File: src/rtl/bcs_pkg.sv
package bcs_pkg;

    localparam int ADDR_W_DEF = 16;
    localparam int DATA_W_DEF = 8;
    localparam int RCNT_W_DEF = 7;

    typedef enum logic [2:0] {
        CK_FETCH = 3'd0,
        CK_MRD   = 3'd1,
        CK_MWR   = 3'd2,
        CK_IORD  = 3'd3,
        CK_IOWR  = 3'd4,
        CK_INTA  = 3'd5
    } cyc_kind_e;

    typedef enum logic [2:0] {
        TS_IDLE = 3'd0,
        TS_T1   = 3'd1,
        TS_T2   = 3'd2,
        TS_TA1  = 3'd3,
        TS_TA2  = 3'd4,
        TS_TW   = 3'd5,
        TS_T3   = 3'd6,
        TS_T4   = 3'd7
    } tstate_e;

    // Internal strobe set, active high.
    typedef struct packed {
        logic mreq;
        logic iorq;
        logic rd;
        logic wr;
        logic m1;
        logic rfsh;
        logic aoe;
        logic doe;
        logic done;
    } strobe_s;

    function automatic cyc_kind_e norm_kind(logic [2:0] raw);
        if (raw > 3'd5) begin
            return CK_MRD;
        end
        return cyc_kind_e'(raw);
    endfunction

    function automatic logic kind_has_auto_wait(cyc_kind_e k);
        return (k == CK_IORD) || (k == CK_IOWR) || (k == CK_INTA);
    endfunction

    function automatic logic kind_reads(cyc_kind_e k);
        return (k == CK_MRD) || (k == CK_IORD) || (k == CK_INTA);
    endfunction

    // Strobe pattern for a given kind, T-state and half (ph = 1: second half).
    function automatic strobe_s strobe_table(cyc_kind_e k, tstate_e t, logic ph);
        strobe_s s;
        s = '0;
        case (k)
            CK_FETCH: begin
                case (t)
                    TS_T1: begin
                        s.aoe = 1'b1; s.m1 = 1'b1; s.mreq = ph; s.rd = ph;
                    end
                    TS_T2, TS_TW: begin
                        s.aoe = 1'b1; s.m1 = 1'b1; s.mreq = 1'b1; s.rd = 1'b1;
                    end
                    TS_T3: begin
                        s.aoe = 1'b1; s.rfsh = 1'b1; s.mreq = ph;
                    end
                    TS_T4: begin
                        s.aoe = 1'b1; s.rfsh = 1'b1; s.mreq = ~ph; s.done = ph;
                    end
                    default: ;
                endcase
            end
            CK_MWR: begin
                case (t)
                    TS_T1: begin
                        s.aoe = 1'b1; s.mreq = ph; s.doe = ph;
                    end
                    TS_T2: begin
                        s.aoe = 1'b1; s.mreq = 1'b1; s.doe = 1'b1; s.wr = ph;
                    end
                    TS_TW: begin
                        s.aoe = 1'b1; s.mreq = 1'b1; s.doe = 1'b1; s.wr = 1'b1;
                    end
                    TS_T3: begin
                        s.aoe = 1'b1; s.doe = 1'b1; s.mreq = ~ph; s.wr = ~ph;
                        s.done = ph;
                    end
                    default: ;
                endcase
            end
            CK_IORD: begin
                case (t)
                    TS_T1: s.aoe = 1'b1;
                    TS_T2, TS_TA1, TS_TW: begin
                        s.aoe = 1'b1; s.iorq = 1'b1; s.rd = 1'b1;
                    end
                    TS_T3: begin
                        s.aoe = 1'b1; s.iorq = ~ph; s.rd = ~ph; s.done = ph;
                    end
                    default: ;
                endcase
            end
            CK_IOWR: begin
                case (t)
                    TS_T1: begin
                        s.aoe = 1'b1; s.doe = ph;
                    end
                    TS_T2, TS_TA1, TS_TW: begin
                        s.aoe = 1'b1; s.doe = 1'b1; s.iorq = 1'b1; s.wr = 1'b1;
                    end
                    TS_T3: begin
                        s.aoe = 1'b1; s.doe = 1'b1; s.iorq = ~ph; s.wr = ~ph;
                        s.done = ph;
                    end
                    default: ;
                endcase
            end
            CK_INTA: begin
                case (t)
                    TS_T1, TS_T2, TS_TA1: begin
                        s.aoe = 1'b1; s.m1 = 1'b1;
                    end
                    TS_TA2, TS_TW: begin
                        s.aoe = 1'b1; s.m1 = 1'b1; s.iorq = 1'b1;
                    end
                    TS_T3: begin
                        s.aoe = 1'b1; s.m1 = ~ph; s.iorq = ~ph; s.done = ph;
                    end
                    default: ;
                endcase
            end
            default: begin // memory read
                case (t)
                    TS_T1: begin
                        s.aoe = 1'b1; s.mreq = ph; s.rd = ph;
                    end
                    TS_T2, TS_TW: begin
                        s.aoe = 1'b1; s.mreq = 1'b1; s.rd = 1'b1;
                    end
                    TS_T3: begin
                        s.aoe = 1'b1; s.mreq = ~ph; s.rd = ~ph; s.done = ph;
                    end
                    default: ;
                endcase
            end
        endcase
        return s;
    endfunction

endpackage

File: src/rtl/bcs_tstate_ctrl.sv
module bcs_tstate_ctrl
    import bcs_pkg::*;
(
    input  logic            clk,
    input  logic            rst,
    input  logic            start,
    input  cyc_kind_e       kind,
    input  logic            wait_n,
    output tstate_e         tstate,
    output logic            ph,
    output logic            data_latch,
    output logic            rfsh_bump
);

    tstate_e t_q, t_d;
    logic    ph_q, ph_d;
    logic    last_pre;

    always_ff @(posedge clk) begin
        if (rst) begin
            t_q  <= TS_IDLE;
            ph_q <= 1'b0;
        end else begin
            t_q  <= t_d;
            ph_q <= ph_d;
        end
    end

    always_comb begin
        t_d      = t_q;
        ph_d     = ~ph_q;
        last_pre = 1'b0;
        unique case (t_q)
            TS_IDLE: begin
                ph_d = 1'b0;
                if (start) t_d = TS_T1;
            end
            TS_T1: if (ph_q) t_d = TS_T2;
            TS_T2: begin
                if (ph_q) begin
                    if (kind_has_auto_wait(kind)) t_d = TS_TA1;
                    else last_pre = 1'b1;
                end
            end
            TS_TA1: begin
                if (ph_q) begin
                    if (kind == CK_INTA) t_d = TS_TA2;
                    else last_pre = 1'b1;
                end
            end
            TS_TA2: if (ph_q) last_pre = 1'b1;
            TS_TW:  if (ph_q) last_pre = 1'b1;
            TS_T3: begin
                if (ph_q) t_d = (kind == CK_FETCH) ? TS_T4 : TS_IDLE;
            end
            TS_T4: if (ph_q) t_d = TS_IDLE;
            default: t_d = TS_IDLE;
        endcase
        if (last_pre) t_d = wait_n ? TS_T3 : TS_TW;
    end

    // Fetch samples on the edge entering T3, others in the middle of T3.
    assign data_latch = (last_pre && wait_n && (kind == CK_FETCH)) ||
                        ((t_q == TS_T3) && !ph_q && kind_reads(kind));
    assign rfsh_bump  = (t_q == TS_T4) && ph_q;
    assign tstate     = t_q;
    assign ph         = ph_q;

    // a wait state is only ever entered after a low wait sample
    p_tw_needs_wait_r9: assert property (@(posedge clk) disable iff (rst)
        (t_q == TS_TW && !ph_q) |-> !$past(wait_n));

    // the second automatic wait state belongs to acknowledge cycles only
    p_ta2_only_inta_r8: assert property (@(posedge clk) disable iff (rst)
        (t_q == TS_TA2) |-> (kind == CK_INTA));

    // I/O and acknowledge cycles never skip the first automatic wait state
    p_auto_wait_r7: assert property (@(posedge clk) disable iff (rst)
        (t_q == TS_T3 && !ph_q && kind_has_auto_wait(kind)) |->
        ($past(t_q) == TS_TA1 || $past(t_q) == TS_TA2 || $past(t_q) == TS_TW));

endmodule

File: src/rtl/bcs_refresh_ctr.sv
module bcs_refresh_ctr #(
    parameter int RCNT_W = 7
) (
    input  logic              clk,
    input  logic              rst,
    input  logic              bump,
    output logic [RCNT_W:0]   rcnt
);

    always_ff @(posedge clk) begin
        if (rst) begin
            rcnt <= '0;
        end else if (bump) begin
            rcnt <= {rcnt[RCNT_W], rcnt[RCNT_W-1:0] + 1'b1};
        end
    end

    // low bits step by one per refresh, top bit untouched
    p_step_r4: assert property (@(posedge clk) disable iff (rst)
        bump |=> ((rcnt[RCNT_W-1:0] == RCNT_W'($past(rcnt[RCNT_W-1:0]) + 1'b1)) &&
                  (rcnt[RCNT_W] == $past(rcnt[RCNT_W]))));

    // no movement without a completed refresh
    p_hold_r4: assert property (@(posedge clk) disable iff (rst)
        !bump |=> $stable(rcnt));

endmodule

File: src/rtl/bcs_bus_drive.sv
module bcs_bus_drive
    import bcs_pkg::*;
#(
    parameter int ADDR_W = ADDR_W_DEF,
    parameter int DATA_W = DATA_W_DEF,
    parameter int RCNT_W = RCNT_W_DEF
) (
    input  cyc_kind_e           kind,
    input  tstate_e             tstate,
    input  logic                ph,
    input  logic [ADDR_W-1:0]   cyc_addr,
    input  logic [DATA_W-1:0]   cyc_wdata,
    input  logic [RCNT_W:0]     rcnt,
    output logic [ADDR_W-1:0]   addr,
    output logic                addr_oe,
    output logic [DATA_W-1:0]   dbus_out,
    output logic                dbus_oe,
    output logic                done,
    output logic                mreq_n,
    output logic                iorq_n,
    output logic                rd_n,
    output logic                wr_n,
    output logic                m1_n,
    output logic                rfsh_n
);

    localparam int HI_W = ADDR_W - RCNT_W - 1;

    strobe_s s;

    always_comb begin
        s = strobe_table(kind, tstate, ph);
    end

    always_comb begin
        if (!s.aoe)       addr = '0;
        else if (s.rfsh)  addr = {{HI_W{1'b0}}, rcnt};
        else              addr = cyc_addr;
    end

    assign addr_oe  = s.aoe;
    assign dbus_oe  = s.doe;
    assign dbus_out = s.doe ? cyc_wdata : '0;
    assign done     = s.done;
    assign mreq_n   = ~s.mreq;
    assign iorq_n   = ~s.iorq;
    assign rd_n     = ~s.rd;
    assign wr_n     = ~s.wr;
    assign m1_n     = ~s.m1;
    assign rfsh_n   = ~s.rfsh;

endmodule

File: src/rtl/bus_cycle_seq.sv
module bus_cycle_seq
    import bcs_pkg::*;
#(
    parameter int ADDR_W = ADDR_W_DEF,
    parameter int DATA_W = DATA_W_DEF,
    parameter int RCNT_W = RCNT_W_DEF
) (
    input  logic                clk,
    input  logic                rst,
    input  logic                req_valid,
    input  logic [2:0]          req_kind,
    input  logic [ADDR_W-1:0]   req_addr,
    input  logic [DATA_W-1:0]   req_wdata,
    input  logic                halt_i,
    input  logic                wait_n,
    input  logic [DATA_W-1:0]   dbus_in,
    output logic [DATA_W-1:0]   rdata,
    output logic                done,
    output logic [ADDR_W-1:0]   addr,
    output logic                addr_oe,
    output logic [DATA_W-1:0]   dbus_out,
    output logic                dbus_oe,
    output logic                mreq_n,
    output logic                iorq_n,
    output logic                rd_n,
    output logic                wr_n,
    output logic                m1_n,
    output logic                rfsh_n
);

    cyc_kind_e           kind_q;
    logic [ADDR_W-1:0]   addr_q;
    logic [DATA_W-1:0]   wdata_q;
    logic [DATA_W-1:0]   rdata_q;
    tstate_e             ts_w;
    logic                ph_w;
    logic                latch_w;
    logic                bump_w;
    logic                start_w;
    logic [RCNT_W:0]     rcnt_w;

    assign start_w = (ts_w == TS_IDLE) && (req_valid || halt_i);

    // Request capture: a halted core without a request gets a fetch.
    always_ff @(posedge clk) begin
        if (rst) begin
            kind_q  <= CK_FETCH;
            addr_q  <= '0;
            wdata_q <= '0;
        end else if (start_w) begin
            kind_q  <= req_valid ? norm_kind(req_kind) : CK_FETCH;
            addr_q  <= req_addr;
            wdata_q <= req_wdata;
        end
    end

    always_ff @(posedge clk) begin
        if (rst)          rdata_q <= '0;
        else if (latch_w) rdata_q <= dbus_in;
    end
    assign rdata = rdata_q;

    bcs_tstate_ctrl u_ctrl (
        .clk        (clk),
        .rst        (rst),
        .start      (start_w),
        .kind       (kind_q),
        .wait_n     (wait_n),
        .tstate     (ts_w),
        .ph         (ph_w),
        .data_latch (latch_w),
        .rfsh_bump  (bump_w)
    );

    bcs_refresh_ctr #(.RCNT_W(RCNT_W)) u_rfsh (
        .clk  (clk),
        .rst  (rst),
        .bump (bump_w),
        .rcnt (rcnt_w)
    );

    bcs_bus_drive #(
        .ADDR_W (ADDR_W),
        .DATA_W (DATA_W),
        .RCNT_W (RCNT_W)
    ) u_drive (
        .kind      (kind_q),
        .tstate    (ts_w),
        .ph        (ph_w),
        .cyc_addr  (addr_q),
        .cyc_wdata (wdata_q),
        .rcnt      (rcnt_w),
        .addr      (addr),
        .addr_oe   (addr_oe),
        .dbus_out  (dbus_out),
        .dbus_oe   (dbus_oe),
        .done      (done),
        .mreq_n    (mreq_n),
        .iorq_n    (iorq_n),
        .rd_n      (rd_n),
        .wr_n      (wr_n),
        .m1_n      (m1_n),
        .rfsh_n    (rfsh_n)
    );

    // one clock after reset every strobe is idle and the buses released
    p_reset_quiet_r10: assert property (@(posedge clk)
        rst |=> (mreq_n && iorq_n && rd_n && wr_n && m1_n && rfsh_n &&
                 !addr_oe && !dbus_oe && !done));

    // memory and I/O requests never overlap
    p_req_excl_r7: assert property (@(posedge clk) disable iff (rst)
        !(!mreq_n && !iorq_n));

    // read and write strobes never overlap; write needs settled data
    p_rd_wr_excl_r6: assert property (@(posedge clk) disable iff (rst)
        !(!rd_n && !wr_n));
    p_wr_after_data_r6: assert property (@(posedge clk) disable iff (rst)
        !wr_n |-> (dbus_oe && $past(dbus_oe)));

    // a refresh access never reads
    p_rfsh_no_rd_r3: assert property (@(posedge clk) disable iff (rst)
        !rfsh_n |-> rd_n);

    // done lasts one clock and is followed by an idle clock
    p_done_pulse_r12: assert property (@(posedge clk) disable iff (rst)
        done |=> (!done && mreq_n && iorq_n && !addr_oe));

    // everything on the bus holds during an inserted wait state
    p_wait_hold_r9: assert property (@(posedge clk) disable iff (rst)
        (ts_w == TS_TW) |-> $stable({mreq_n, iorq_n, rd_n, wr_n, m1_n, rfsh_n,
                                     addr, addr_oe, dbus_oe}));

    // an acknowledge cycle never touches memory strobes
    p_inta_no_mem_r8: assert property (@(posedge clk) disable iff (rst)
        (kind_q == CK_INTA && ts_w != TS_IDLE) |-> (mreq_n && rd_n && wr_n));

endmodule

File: config.mk
export PLATFORM = sky130hd
export DESIGN_NAME = bus_cycle_seq
export DESIGN_NICKNAME = d
export VERILOG_FILES = /design/src/rtl/bcs_pkg.sv /design/src/rtl/bcs_tstate_ctrl.sv /design/src/rtl/bcs_refresh_ctr.sv /design/src/rtl/bcs_bus_drive.sv /design/src/rtl/bus_cycle_seq.sv
export SDC_FILE = /design/constraint.sdc
export NUM_CORES = 1
export LEC_CHECK = 0
export ABC_CLOCK_PERIOD_IN_PS = 3510
export CELL_PAD_IN_SITES_DETAIL_PLACEMENT = 0
export CELL_PAD_IN_SITES_GLOBAL_PLACEMENT = 1
export CORE_ASPECT_RATIO = 1.5
export CORE_MARGIN = 2
export CORE_UTILIZATION = 47
export CTS_CLUSTER_DIAMETER = 120
export CTS_CLUSTER_SIZE = 20
export DETAILED_ROUTE_END_ITERATION = 16
export DONT_BUFFER_PORTS = 1
export GPL_TIMING_DRIVEN = 0
export PLACE_DENSITY_LB_ADDON = 0.12
export SLEW_MARGIN = 20
export SYNTH_ARGS = -nofsm -noshare
export SYNTH_HDL_FRONTEND = slang
export SYNTH_SLANG_ARGS = --single-unit
File: constraint.sdc
create_clock -name clk -period 3.51 [get_ports clk]
set_input_delay 0 -clock clk [delete_from_list [all_inputs] [get_ports clk]]
set_output_delay 0 -clock clk [all_outputs]
set_load 0.01 [all_outputs]
==> results of run 1 <==
-- state kept, by name, indices dropped and copies added (netlist names) --
register       flops
u_rfsh.rcnt        7
rdata              8
kind_q             3
addr_q            16
u_ctrl.ph          1
u_ctrl.tstate      3
wdata_q            8
-- critical path, cell delays in order, from the launching register on --
cell,delay [ns]
dfxtp_1,0.31
buf_4,0.16
nor2b_1,0.35
o21ai_1,0.17
a221oi_2,0.78
and2_1,0.30
-- metal layers --
| layer | wire length [µm] | part of all wire (%) | up-vias | global-route usage, % |
|---|---|---|---|---|
| li1 | - | - | 1258 | - |
| met1 | 2780 | 39 | 1164 | 26.3 |
| met2 | 3880 | 54 | 75 | 48.2 |
| met3 | 341 | 4.8 | 14 | 4.56 |
| met4 | 145 | 2.0 | 0 | 8.33 |
| met5 | 0 | 0 | - | 0 |
-- path summary, 6_finish.rpt --
kind	start	end	slack, ns	depth (start not counted)
worst max-delay path	u_ctrl.tstate[0]	dbus_out[6]	1.13	5
worst min-delay path	halt_i	addr_q[10]	0.12	3
worst max register to register	u_ctrl.tstate[0]	rdata[1]	1.42	7
worst min register to register	wdata_q[0]	wdata_q[0]	0.45	2
-- cells in the mapped netlist, types with 2 or more instances --
library cell | count | share of area [%]
inv_2 | 2 | 0.30
clkbuf_1 | 12 | 1.8
nor2_1 | 25 | 3.7
a22oi_1 | 2 | 0.59
o31ai_1 | 3 | 0.89
a21oi_1 | 47 | 9.3
xnor2_1 | 4 | 1.4
o21a_1 | 3 | 0.89
buf_4 | 3 | 0.89
nor3_1 | 7 | 1.4
or3_1 | 2 | 0.49
mux2i_1 | 8 | 3.2
dfxtp_1 | 46 | 36
o21ai_0 | 3 | 0.59
nand3_1 | 4 | 0.79
buf_2 | 6 | 1.2
nor3_4 | 2 | 1.3
nand2_1 | 84 | 12
xor2_1 | 4 | 1.4
nand4b_1 | 2 | 0.69
and2_1 | 8 | 2.0
nand4_1 | 2 | 0.49
o21ai_1 | 17 | 3.4
and3_1 | 11 | 2.7
nand2b_1 | 7 | 1.7
nor2b_1 | 4 | 0.99
buf_6 | 4 | 1.8
-- what timing repair did --
action                                 4_1_cts  5_1_grt
hold buffers                                39        0
setup buffers                                0        0
endpoints found under the hold margin       37        0
-- power groups by stage --
stage,logic [mW],registers [mW],clock network (mW)
3_5_place_dp,0.874,0.686,0
3_3_place_gp,0.871,0.684,0
4_1_cts,0.914,0.673,0.492
5_1_grt,1.02,0.688,0.503
2_1_floorplan,0.686,0.672,0
6_report,0.914,0.676,0.482
-- cell families after synthesis --
logic type	count (synthesis)	synth area share, %
AOI/OAI and AO/OA	87	19.9
xor gates and xnor gates	8	2.77
adders and majority gates	1	0.494
DFF	46	36.4
buffers and inverters	31	6.67
muxes	8	3.16
and+or+nand+nor	164	30.6
-- area by class of cell --
| class | instances | area, µm² |
|---|---|---|
| fillers | 473 | 2010 |
| multi-input cells | 268 | 1440 |
| flip-flops and latches | 46 | 921 |
| repair buffers | 39 | 390 |
| plain buffers | 26 | 146 |
| well taps | 68 | 85.1 |
| clock buffers | 6 | 82.6 |
| clock inverters | 2 | 60.1 |
| inverters | 5 | 22.5 |
==> impl_summary.md, run 1 <==
CTS
The level count of the clock H-tree is 2. Counting the buffers created by CTS gives 5. The post-cts repair resize count is 0. The clock net in this run drives a total of 46 sinks.

In this run the deepest clock path goes through 2 buffers. The clock transition at the registers of the reported paths is approximately 0.090 ns. CTS placed an instance of clkbuf_8 at the clock tree root. The clock tree from TritonCTS is yes. The later pin in the worst-skew pair is clocked with a latency of 0.30 ns.

Power and ir drop
The worst IR drop on VDD is ~0.00041 V. The clock network burns between 20% and 30% of the power. Cell internal power was estimated by the tool at 1.24 mW. For this design the ratio of total power to cell area is around 660 nW/µm². The static leakage power is approximately 1.2 nW. The sequential power share is about a third. The portion of total power attributed to combinational logic is about 44%. In this run the power spent charging and discharging nets is between 0.8 and 0.9 mW. Net switching is between 30% and 40% of the power. The post-route total power is between 2 and 2.5 mW.

Placement
The estimated wirelength of the detail-placed design is 5080 µm. The final weighted congestion of routability-driven global placement is 0.936. The count of buffers added on input and output ports is 0.

The worst setup timing slack at the placement stage is roughly 1.5 ns. The cell count after placement is 413. The placed instances occupy a cell area of 2620 µm².

Detailed routing
The post-route DRC violation count is 0. The first routing iteration left 140 violations. For this run, the detailed router's first-pass iteration total came to 4. For this block, the routed nets add up to ~7100 µm of wire. Using the TritonRoute via totals, the vias-per-cell ratio works out to 5.46. The final route contains approximately 2.5k vias.

Dividing the detail-routed wire length by the instance count gives ~16 µm. The remaining number of nets flagged by the antenna check after routing is 0.

Critical path
STA puts the critical path data required time at approximately 3.5 ns. The worst setup path is launched from a flip-flop. The worst setup path is of the reg -> out kind. Of all nets on the critical path, the largest fanout is 10. At the worst endpoint, the arrival time is ~2.4 ns. STA classifies the critical path endpoint as an output port.

Final layout
The library cell used most frequently in the layout, excluding fill and tap cells, is nand2_1. The top cell types in the final layout, fill and taps aside, are nand2_1, a21oi_1, dfxtp_1. The net count reported at finish is approximately 430. The number of diodes added for antenna fixing is 0. The fraction of final layout cells sized beyond drive strength 1 is roughly 7.4%. The final design area excluding fillers is roughly 3200 µm². Compared with the post-synthesis result, the final layout area differs by 24.4%. The final cell count without fillers is 460. Once layout is complete, the utilization of the core stands at about 61%.

Floorplanning
After floorplanning, the core was divided into 32 placement rows. The die covers ~6000 µm². The placeable core area is approximately 5200 µm².

In this run the horizontal extent of the chip is about 64 µm. Once the floorplan was initialized, standard cells occupied about 50% of the core. In this run the count of I/O pins placed on the die edge is slightly above 80.

The vertical extent of the die is about 94 µm.

STA
The count of final max-slew check failures was 0. Final hold analysis gives a worst-case slack of about 0.12 ns. The worst-case headroom to the max-slew limit is about 41%. Setup repair after global routing left no endpoint under its margin. The number of failing setup endpoints in the final timing report is 0.

Setup total negative slack on the finished layout was measured at 0 ns. After layout, the worst setup slack is 1.13 ns. The share of the clock period used by the worst path is between 60% and 70%. The timing-limited maximum frequency is around 420 MHz. The slew at the pin with the worst max-slew slack is just under 0.9 ns.

Clock skew on the completed layout was measured at about 0.0057 ns. The final count of hold timing violations is 0. The minimum clock period after layout is approximately 2.4 ns.

Logic synthesis
The share of synthesized area occupied by flip-flops and latches is between 30% and 40%. In the synthesized netlist, the number of instances is 345. Of all flip-flops after synthesis, the portion carrying an async set or reset was 0%. During synthesis, Yosys emitted a total of 0 warnings. Averaged over all synthesized cells, the footprint is roughly 7.3 µm².

After synthesis the netlist holds a flip-flop and latch count of 46. For this run, the leading register cell type out of synthesis is dfxtp_1. Summing every instance area after synthesis gives about 2500 µm². The synthesized netlist contains 50 unique library cells. The net count of the mapped netlist is 386. The number of enable flip-flop cells after synthesis is 0.

Min path
The worst hold path belongs to the class in -> reg.

Status
The flow ran to the end, and the final reports show no timing, DRC or antenna violations.

GRT
The number of antenna violations at the first check in global routing is 0. For this run the aggregate overflow at the end of global routing stands at 0. The maximum number of pins on one net before global-route repair is 15.

The wire length of the first global-routing pass is about 12000 µm. The number of global-route vias before repair was ~2.6k. The combined global-route utilization of all metal layers is 24.9%.

Job
Max-cap violations in this run came to 0.
No activity file was read; power rests on OpenSTA's default activity.
==> run 2: changes to the inputs <==
--- a/config.mk
+++ b/config.mk
@@ -5,12 +5,12 @@
 export SDC_FILE = /design/constraint.sdc
 export NUM_CORES = 1
 export LEC_CHECK = 0
-export ABC_CLOCK_PERIOD_IN_PS = 3510
+export ABC_CLOCK_PERIOD_IN_PS = 2400
 export CELL_PAD_IN_SITES_DETAIL_PLACEMENT = 0
 export CELL_PAD_IN_SITES_GLOBAL_PLACEMENT = 1
 export CORE_ASPECT_RATIO = 1.5
 export CORE_MARGIN = 2
-export CORE_UTILIZATION = 47
+export CORE_UTILIZATION = 44
 export CTS_CLUSTER_DIAMETER = 120
 export CTS_CLUSTER_SIZE = 20
 export DETAILED_ROUTE_END_ITERATION = 16
==> constraint.sdc (replaced) <==
create_clock -name clk -period 2.4 [get_ports clk]
set_input_delay 0 -clock clk [delete_from_list [all_inputs] [get_ports clk]]
set_output_delay 0 -clock clk [all_outputs]
set_load 0.01 [all_outputs]
==> run 2 against run 1 <==
Net effect: the run now ends with negative hold slack left; total power increased by 40%; global-route usage shrank 1.7 points; first-iteration DRC count decreased by 30%; die area rose by 6.5%; worst hold slack got worse by 0.12 ns; sequential cell count unchanged; register-to-register slack worse by 1.1 ns.
==> impl_summary.md, run 2 (same netlist as run 1, synthesis figures left out) <==
Status
The run finished, with violations left. The checks that failed: negative hold slack.

GRT
The number of antenna violations at the first check in global routing was 0. The number of global-route vias before repair is between 2k and 2.5k. The maximum number of pins on one net before global-route repair is 15. The first global-routing pass estimated 11700 µm of wire. Summed over all layers, the global routing overflow is 0. For this run, the total global-route usage over all layers was measured as a little under a quarter.

Critical path
The critical-path maximum fanout is 10. The origin of the critical flop-to-flop path is u_ctrl.tstate[0]. The capturing point of the worst reg2reg path is rdata[2]. The cell count of the worst reg-to-reg path is 7. The data required time of the critical path is 2.40 ns. Following the worst setup path forward leads to its endpoint at dbus_out[6]. Data on the critical path arrives at its endpoint at between 2 and 2.5 ns. The startpoint of the worst setup timing path is u_ctrl.tstate[0]. The type of the worst setup path is reg -> out. The worst setup path is launched from a flip-flop. The kind of end point of the critical path is an output port. In this run the register-to-register setup slack is 0.32 ns.

Detailed routing
The post-route DRC violation count is 0. The remaining number of nets flagged by the antenna check after routing is 0. In the final routed layout, each cell accounts on average for around 16 µm. Before antenna repair, the detailed router went through 4 iterations. Detailed routing inserted a total of approximately 2.5k vias. The initial detailed-routing violation count is around 100. Wires add up to 7190 µm. The ratio of routed vias to standard cells is ~5.5.

STA
Setup repair after global routing left no endpoint under its margin. The worst pin sits at a relative slew slack of 49.0%. The minimum clock period after layout is between 2 and 2.5 ns.

The setup TNS is 0 ns. The final count of hold timing violations came to 1. The slew at the pin with the worst max-slew slack is between 0.7 and 0.8 ns. The share of the clock period used by the worst path is approximately nine tenths.

The timing-limited maximum frequency is ~470 MHz. The final worst setup slack is 0.267 ns. The count of final max-slew check failures is 0. Clock skew on the completed layout was measured at ~0.0052 ns. The number of failing setup endpoints in the final timing report is 0. The final-layout worst hold slack is -0.000862 ns.

Placement
In this run the tool buffered the top-level ports with 0 buffer cells. The congestion estimate from routability-driven global placement came to 0.968. The worst setup timing slack at the placement stage is roughly 0.36 ns. The HPWL after detailed placement is 5110 µm.

Final layout
The final layout contains about 430 nets. The fraction of final layout cells sized beyond drive strength 1 is under 10%. The number of flip-flops in the largest register is 16. The number of diodes added for antenna fixing is 0.

The area growth from synthesis to layout is 23.3%. The footprint of the multi-input gates is about 1500 µm². Leaving out fill and tap cells, the most frequent cell in the layout is nand2_1. Once layout is complete, the utilization of the core stands at 56.4%. The register with the most flip-flops is addr_q. The fill cell total of the finished layout is between 500 and 600. The library cells used most frequently in the layout, excluding fill and tap cells, are nand2_1, a21oi_1, dfxtp_1. Registers take around 920 µm².

CTS
CTS placed an instance of clkbuf_8 at the clock tree root. The clock net in this run drives a total of 46 sinks. The clock tree from TritonCTS is yes. The level count of the clock H-tree is 2. The maximum clock path buffer count is 2. The total setup buffers inserted after CTS is 0. The number of CTS-inserted buffers is 5.

The clock transition at the registers of the reported paths is ~0.080 ns. The clock insertion delay at the later pin of the skew report is 0.30 ns.

Floorplanning
In this run the standard cell core region covers approximately 5500 µm². From left edge to right edge, the die measures about 66 µm. The number of I/O pins is slightly above 80. From bottom edge to top edge, the die measures between 90 and 100 µm. After floorplanning, the core was divided into 33 placement rows. The initial standard-cell utilization of the core is 45.8%.

The die outline area is 6390 µm².

Power and ir drop
The worst IR drop on VDD is ~0.00054 V. For this design the ratio of total power to cell area is between 900 and 1000 nW/µm². The static leakage power is 1.20 nW.

Job
The tool flagged a number of max-cap violations equal to 0.

Min path
The worst min-delay path class is in -> reg.
-- run 2: changes by cell type in the layout (fill, tap and decap cells not counted) --
cell / delta
a221oi_4: +1
clkbuf_1: +1
clkinvlp_4: +1
clkbuf_8: -1
dlygate4sd3_1: -1
bufinv_16: -1
a221oi_2: -1
-- run 2: what timing repair did --
item,4_1_cts,5_1_grt
resized for setup,0,1
endpoints found under the hold margin,37,0
setup endpoints to repair,0,8
hold buffers,38,0
-- run 2: area by class of cell --
| class | instances | share of cell area (%) |
|---|---|---|
| Clock buffer | 6 | 2.32 |
| Buffer | 26 | 4.69 |
| Timing Repair Buffer | 38 | 12.2 |
| Multi-Input combinational cell | 268 | 46.6 |
| Clock inverter | 2 | 1.20 |
| Tap cell | 70 | 2.81 |
| Inverter | 5 | 0.721 |
| Sequential cell | 46 | 29.5 |
-- run 2: per-layer routing --
metal	vias up	global-route usage [%]	share of wire [%]
li1	1258	-	-
met1	1156	24.0	39
met2	83	42.7	53
met3	18	4.77	5.6
met4	0	10.8	2.7
met5	-	0	0
-- run 2: worst min-delay path by stage --
| stage | from | endpoint | cells past startpoint |
|---|---|---|---|
| after floorplan | req_addr[10] | addr_q[10] | 2 |
| after global placement | req_wdata[5] | wdata_q[5] | 2 |
| after detailed placement | req_addr[0] | addr_q[0] | 2 |
| after CTS | req_kind[1] | kind_q[0] | 3 |
| after global routing | req_kind[1] | kind_q[0] | 3 |
| final | req_kind[1] | kind_q[0] | 3 |
-- run 2: per-stage QoR --
| stage | instances | hold WS (ns) | cell area (µm²) | power, mW |
|---|---|---|---|---|
| 3_3_place_gp | 415 | 0.138 | 2620 | 2.27 |
| 6_report | 461 | -0.000862 | 3120 | 2.90 |
| 2_1_floorplan | 345 | 0.136 | 2530 | 1.99 |
| 5_1_grt | 461 | 0.0231 | 3120 | 3.11 |
| 3_5_place_dp | 415 | 0.143 | 2620 | 2.28 |
| 4_1_cts | 461 | 0.00225 | 3110 | 2.91 |
-- run 2: power by group --
group          leakage [nW]  total [mW]  switching [mW]  internal (mW)
clock                0.0514       0.574           0.263          0.311
combinational         0.772        1.34           0.869          0.473
sequential            0.376       0.985          0.0839          0.901
-- run 2: worst max-delay path, stage by stage (launching register included) --
cell	delay, ns
dfxtp_1	0.31
buf_4	0.16
nor2b_1	0.37
o21ai_1	0.21
a221oi_4	0.52
and2_1	0.26
==> run 3: changes to the inputs <==
--- a/config.mk
+++ b/config.mk
@@ -5,7 +5,7 @@
 export SDC_FILE = /design/constraint.sdc
 export NUM_CORES = 1
 export LEC_CHECK = 0
-export ABC_CLOCK_PERIOD_IN_PS = 2400
+export ABC_CLOCK_PERIOD_IN_PS = 1970
 export CELL_PAD_IN_SITES_DETAIL_PLACEMENT = 0
 export CELL_PAD_IN_SITES_GLOBAL_PLACEMENT = 1
 export CORE_ASPECT_RATIO = 1.5
==> constraint.sdc (replaced) <==
create_clock -name clk -period 1.97 [get_ports clk]
set_input_delay 0 -clock clk [delete_from_list [all_inputs] [get_ports clk]]
set_output_delay 0 -clock clk [all_outputs]
set_load 0.01 [all_outputs]
==> run 3 against run 2 <==
Net effect: the run now ends clean; clock-buffer cell count did not move; via count up 2.5%; routed wire length up 5.4%; sequential cell count unchanged; global-route usage up 1.1 points; combinational power grew 34%; clock skew fell by 0.0018 ns; sequential share of layout area down 1.7 points; worst setup slack worse by 0.26 ns; critical path type unchanged; largest cell class unchanged.
==> impl_summary.md, run 3 (same netlist as run 1, synthesis figures left out) <==
Floorplanning
The die is between 60 and 70 µm wide. The initial standard-cell utilization of the core is a little under half. The die covers 6390 µm². The number of cell rows is 33.

81 I/O pins were placed. In this run the standard cell core region covers between 5000 and 6000 µm². In this run the vertical extent of the chip is 96.9 µm.

GRT
The maximum number of pins on one net before global-route repair is 15. The number of global-route vias before repair is 2519. The number of antenna violations at the first check in global routing was 0. The total overflow left after global routing is 0.

The wire length of the first global-routing pass is between 10000 and 15000 µm. In the global route stage, overall resource usage came out at between 20% and 30%.

Power and ir drop
In this run the power spent charging and discharging nets is 1.57 mW. Of the total power, registers draw about a third. VDD sags by at most 0.000659 V. The internal power is around 2.2 mW. Dividing total power by cell area gives a power density of 1110 nW/µm².

Combinational logic is responsible for 48.4% of the overall power. The switching share of total power is 42.2%. The static leakage power is around 1.3 nW. Per report_power, the clock group accounts for about a fifth of the total.

Critical path
The highest-delay cell along the critical path is a221oi_4. The kind of end point of the critical path is an output port. On the worst path, the slowest cell contributes a delay of ~0.5 ns. The worst setup path is of the reg -> out kind. The data required time of the critical path is roughly 2.0 ns.

In this run the worst path has a maximum fanout of 6. The arrival time at the worst endpoint is ~2.0 ns. STA classifies the critical path startpoint as a flip-flop. The signal on the critical path passes through buf_6 > nand2b_4 > o31ai_2 > nand2_1 > a221oi_4 > and2_4.

STA
The worst pin sits at a relative slew slack of between 60% and 70%. Summed over all failing endpoints, the final setup total negative slack is 0 ns. Setup repair after global routing could not meet its margin everywhere.

The final count of hold timing violations is 0. The final worst setup slack is about 0.0044 ns. For the finished layout, the period the worst path requires is between 1.5 and 2 ns.

Setup violations remaining at the end of the flow were counted as 0. The count of final max-slew check failures is 0. At the pin with the least slew margin, the transition time is 0.542 ns. The share of the clock period used by the worst path is around 100%. The timing-limited maximum frequency is just over 500 MHz. The clock skew is between 0.003 and 0.004 ns.

Final layout
The library cell used most frequently in the layout, excluding fill and tap cells, is nand2_1. The fraction of final layout cells sized beyond drive strength 1 is between 15 and 20%. The finished cells cover ~3300 µm². The final cell count without fillers is 470. The number of flip-flops in the largest register is 16. addr_q holds more flip-flops than any other register.

In the layout the commonest cells are nand2_1, a21oi_1, dfxtp_1. Relative to the synthesized area, the layout overhead comes to 32.3%. The net count reported at finish is 440.

The number of diodes added for antenna fixing is 0. The fill cell total of the finished layout is about 540.

Detailed routing
The remaining number of nets flagged by the antenna check after routing is 0. The ratio of routed vias to standard cells is 5.49. The sum of routed wire length over all layers is approximately 7600 µm. The post-route DRC violation count is 0. For this block, the via count after detailed routing is approximately 2.6k.

In this run, the number of DRC markers left after iteration 0 of detailed routing was about 150. The detail-routed net length per standard cell is 16.1 µm. The first detailed-routing pass took 4 iterations.

Placement
The estimated wirelength of the detail-placed design is slightly above 5000 µm. The post-placement cell area is roughly 2600 µm². The cell count after placement is 415. Before CTS, the worst setup slack after placement is -0.0666 ns. The total of buffers placed on input and output ports is 0.

The congestion estimate from routability-driven global placement came to about 0.97.

CTS
TritonCTS built the clock tree. The maximum clock path buffer count is 2. The root buffer cell chosen for the clock tree is clkbuf_8. The clock net in this run drives a total of 46 sinks. The level count of the clock H-tree is 2. The number of CTS-inserted buffers is 5. The clock insertion delay at the later pin of the skew report is 0.30 ns. The clock transition at the registers of the reported paths is 0.08 ns.

Min path
The worst min-delay path class is in -> reg.

Job
The max-capacitance violation count is 0.

Status
The run finished with clean final reports.
## run 3: cell count changes in the layout (fill, tap and decap cells not counted), sizes merged
cell and delta:
buf +8, a221oi +1
## run 3: area by class of cell
type	instances	area [µm²]	area share, %
Buffer	26	161	4.82
Clock buffer	6	72.6	2.17
Clock inverter	2	37.5	1.12
Inverter	5	26.3	0.784
Multi-Input combinational cell	269	1580	47.2
Sequential cell	46	930	27.8
Tap cell	70	87.6	2.61
Timing Repair Buffer	46	453	13.5
## run 3: critical path, delay by kind of cell, from the launching register on
family,cells,cell delay [ns]
AOI/OAI and AO/OA,2,0.71
DFF,1,0.31
buffers and inverters,1,0.12
and+or+nand+nor,3,0.52
## run 3: routing by layer
metal,global-route usage (%),vias up,wire (µm)
li1,-,1284,-
met1,25.8,1209,3010
met2,45.0,70,4050
met3,4.88,16,334
met4,9.73,0,185
met5,0,-,0
## run 3: what timing repair did
item | 4_1_cts | 5_1_grt
endpoints found under the hold margin | 37 | 0
cloned | 1 | 0
endpoints found under the setup margin | 37 | 47
hold buffers | 38 | 0
gates resized for setup | 31 | 11
pin swaps | 8 | 6
setup buffers | 5 | 3
## run 3: final timing paths
| path | depth (start not counted) | endpoint | start | slack (ns) |
|---|---|---|---|---|
| max | 6 | dbus_out[2] | u_ctrl.tstate[2] | 0.004 |
| min | 3 | kind_q[0] | req_kind[1] | 0.006 |
| max reg2reg | 6 | rdata[2] | u_ctrl.tstate[1] | 0.11 |
| min reg2reg | 2 | wdata_q[4] | wdata_q[4] | 0.46 |
## run 3: per-stage QoR
step                hold slack, ns  utilization, %  power (mW)
floorplan                    0.136               -        2.42
global placement             0.138            47.4        2.76
detailed placement           0.143            47.4        2.78
CTS                        0.00412            59.5        3.69
global route                0.0398            60.5        3.97
finish                     0.00586            60.5        3.73
## run 3: power by group through the flow
stage               Combinational, mW  Sequential, mW  Clock (mW)
finish                           1.80            1.22       0.697
floorplan                        1.22            1.20           0
global placement                 1.55            1.22           0
CTS                              1.76            1.22       0.715
detailed placement               1.56            1.22           0
global route                     1.99            1.25       0.741
